<file path="src/rtl/lut5_cell.sv">
module lut5_cell #(
  parameter int N_IN = 5
) (
  input  logic                 clk,
  input  logic                 rd,
  input  logic                 clk_en,
  input  logic [N_IN-1:0]      logic_in,
  input  logic                 cfg_en,
  input  logic [(1<<N_IN)-1:0] cfg_lut,
  input  logic                 cfg_sel_x,
  input  logic                 cfg_sel_y,
  output logic                 out_x,
  output logic                 out_y
);
  localparam int DEPTH = 1 << N_IN;

  logic [DEPTH-1:0] lut_q;
  logic             sel_x_q, sel_y_q;
  logic             q_x, q_y;
  logic             f_val, g_val;

  always_ff @(posedge clk) begin
    if (cfg_en) begin
      lut_q   <= cfg_lut;
      sel_x_q <= cfg_sel_x;
      sel_y_q <= cfg_sel_y;
    end
  end

  assign f_val = lut_q[logic_in];
  assign g_val = lut_q[logic_in];

  always_ff @(posedge clk or posedge rd) begin
    if (rd) begin
      q_x <= 1'b0;
      q_y <= 1'b0;
    end else if (clk_en) begin
      q_x <= f_val;
      q_y <= g_val;
    end
  end

  assign out_x = sel_x_q ? q_x : f_val;
  assign out_y = sel_y_q ? q_y : g_val;
endmodule


</file>
<file path="config.mk">
export PLATFORM = sky130hd
export DESIGN_NAME = lut5_cell
export DESIGN_NICKNAME = d
export VERILOG_FILES = /design/src/rtl/lut5_cell.sv
export SDC_FILE = /design/constraint.sdc
export NUM_CORES = 1
export LEC_CHECK = 0
export BUFFER_PORTS_ARGS = -buffer_cell sky130_fd_sc_hd__buf_4
export CORE_MARGIN = 2
export CORE_UTILIZATION = 41
export CTS_CLUSTER_SIZE = 30
export DETAILED_ROUTE_END_ITERATION = 16
export PLACE_DENSITY = 0.66
export SLEW_MARGIN = 10
export SYNTH_ARGS = -nofsm -noshare
export SYNTH_HDL_FRONTEND = slang
export SYNTH_SLANG_ARGS = --single-unit
</file>
<file path="constraint.sdc">
create_clock -name clk -period 3.7 [get_ports clk]
set_clock_uncertainty 0.2 [all_clocks]
set_input_delay 0.74 -clock clk [delete_from_list [all_inputs] [get_ports clk]]
set_output_delay 0.74 -clock clk [all_outputs]
set_load 0.02 [all_outputs]
</file>
==> out/metrics.csv <==
metric;value;unit
cts_max_level;2;
synth-async-reset-ratio;2.86;%
ir_drop;0.203;mV
path_class;in -> out;
cts_hold_buf;0;
post-cts-setup-buffer-count;0;
vias_per_cell;4.64;
antenna_cells;0;
p_int;597;uW
antenna_found_initial;0;
syn_avg_cell_area;17.0;sq um
synth_edf_count;34;
fmax;320;MHz
hpwl;1.84;mm
synthFlopType;edfxtp_1;
yosys.area.top_type_share;71.6;%
core-area;3340;sq um
ant_nets;0;
switchingPower;177;uW
endpoint_kind;output pin;
ys_types;17;
yosys.area.top_type;edfxtp_1;
pin_count;45;
synth_most_common_cell;edfxtp_1;
ys_top_cells_by_count;edfxtp_1 (34), mux2i_1 (16);
drv_cap;0;
seqPwrFrac;61.9;%
netlist_instances;84;
synth.area.top_cells;edfxtp_1 (72%), mux2i_1 (11%), a2111oi_4 (1.9%), a31oi_1 (1.8%), dfrtp_1 (1.8%);
routed_wl;2.56;mm
p_comb_share;12.7;%
hold_viol_final;0;
clkTransAtPathRegs;0.09;ns
drive_gt1_share;38.8;%
r2r_slack;2.12;ns
yosysWarningCount;0;
areaGrowthSynthToFinish;29.1;%
whs;0.0282;ns
tightest_slew;0.422;ns
mappedNetlistNets;127;
fp.dieH;63.0;um
finalPower;774;uW
root_buffer;clkbuf_4;
overflow;0;
status;completed;
placement_rows;21;
crit_required;2.76;ns
drt-wirelength-per-cell;14.2;um
power.density;421;nW/um^2
grt_setup_unrepaired;no;
setup_violations;0;
slew_viol_final;0;
first_pass_iters;4;
cts_tree;yes;
p_leak;0.000753;uW
startpoint_type;input port;
drtIter0Drc;21;
grt_max_degree;35;
grt_pass1_vias;923;
start_util;42.7;%
pwr-share-clk;25.4;%
finalCriticalPeriod;3.13;ns
nets;176;
io_buffers;44;
hold_path_class;in -> async;
synth_seq_cells;35;
cts.sinks;35;
grt_use_total;14.2;%
crit_arrival;2.19;ns
grt_pass1_wl;4.06;mm
clkLatencyLatePin;0.34;ns
routabilityCongestion;0.712;
critPathMaxFanout;16;
fp.dieW;63.0;um
synth_area;1430;sq um
cts_buffers;5;
timing.setup.tns;0;ns
cts_resized;0;
drc;0;
post-route-period-util;84.5;%
fp.dieArea;3960;sq um
switching_share;22.8;%
r2r.worst_path.cells;5;
synth_seq_area_share;73.4;%
ctsLongestPathBuffers;2;
maxSlewHeadroom;71.9;%
num_vias;835;
[power by group through the flow]
stage | clock (uW) | sequential, uW | combinational, uW
final | 197 | 479 | 98.3
after global placement | 0 | 488 | 96.0
after detailed placement | 0 | 488 | 99.6
after CTS | 202 | 479 | 99.4
after global routing | 218 | 482 | 108
after floorplan | 0 | 485 | 45.5
[metal layers]
metal	share of wire (%)	routed length, um	up-vias	track usage [%]
met5	0	0	-	0
met4	1.7	43	0	6.67
met3	5.1	130	5	5.59
met2	53	1360	25	25.0
met1	40	1020	381	14.6
li1	-	-	424	-
[state kept, by name (all words and copies together) (netlist names)]
signal and cells:
sel_y_q 1, lut_q 32, sel_x_q 1, q_y 1
[per-stage QoR]
step,area (sq um),setup slack [ns],utilization [%],instances
finish,1840,0.573,55.2,180
global route,1840,0.507,55.2,180
CTS,1840,0.560,55.2,180
detailed placement,1790,0.552,53.7,172
global placement,1790,0.605,53.7,172
floorplan,1430,0.706,-,84
[cells in the final DEF, fill, tap and decap left out, types with 3 or more instances in the layout]
| cell | count |
|---|---|
| a21oi_1 | 4 |
| a31oi_1 | 4 |
| buf_4 | 44 |
| clkbuf_4 | 5 |
| edfxtp_1 | 34 |
| inv_1 | 3 |
| mux2i_1 | 16 |
| nand2_1 | 4 |
| nor2_1 | 4 |
[final cells by class]
class                   instances  area [sq um]
well taps                      46          57.6
clock buffers                   7          45.0
multi-input cells              44           345
repair buffers                 44           330
flip-flops and latches         35          1050
clock inverters                 1          5.00
fillers                       294          1500
inverters                       3          11.3
[critical path: stages]
cell	delay, ns
buf_4	0.26
mux2i_1	0.12
a22o_1	0.27
a2111oi_4	0.33
a22oi_2	0.11
a31oi_1	0.18
buf_4	0.16
[final timing paths]
kind                                     from             endpoint
min reg2reg                   q_y$_DFFE_PP0P_      q_y$_DFFE_PP0P_
max                               logic_in[0]                out_x
max in group asynchronous                  rd      q_y$_DFFE_PP0P_
min                                        rd      q_y$_DFFE_PP0P_
max reg2reg                lut_q[7]$_DFFE_PP_      q_y$_DFFE_PP0P_
min in group clk                  cfg_lut[12]  lut_q[12]$_DFFE_PP_
[cell families (layout without fill, tap and decap cells)]
kind of cell,Yosys count,count (layout),share of synthesized area (%)
AOI/OAI and AO/OA,14,14,8.25
DFF,35,35,73.4
muxes,16,16,11.2
buffers and inverters,5,55,2.37
and+or+nand+nor,14,14,4.74
No activity file was read; power rests on OpenSTA's default activity.
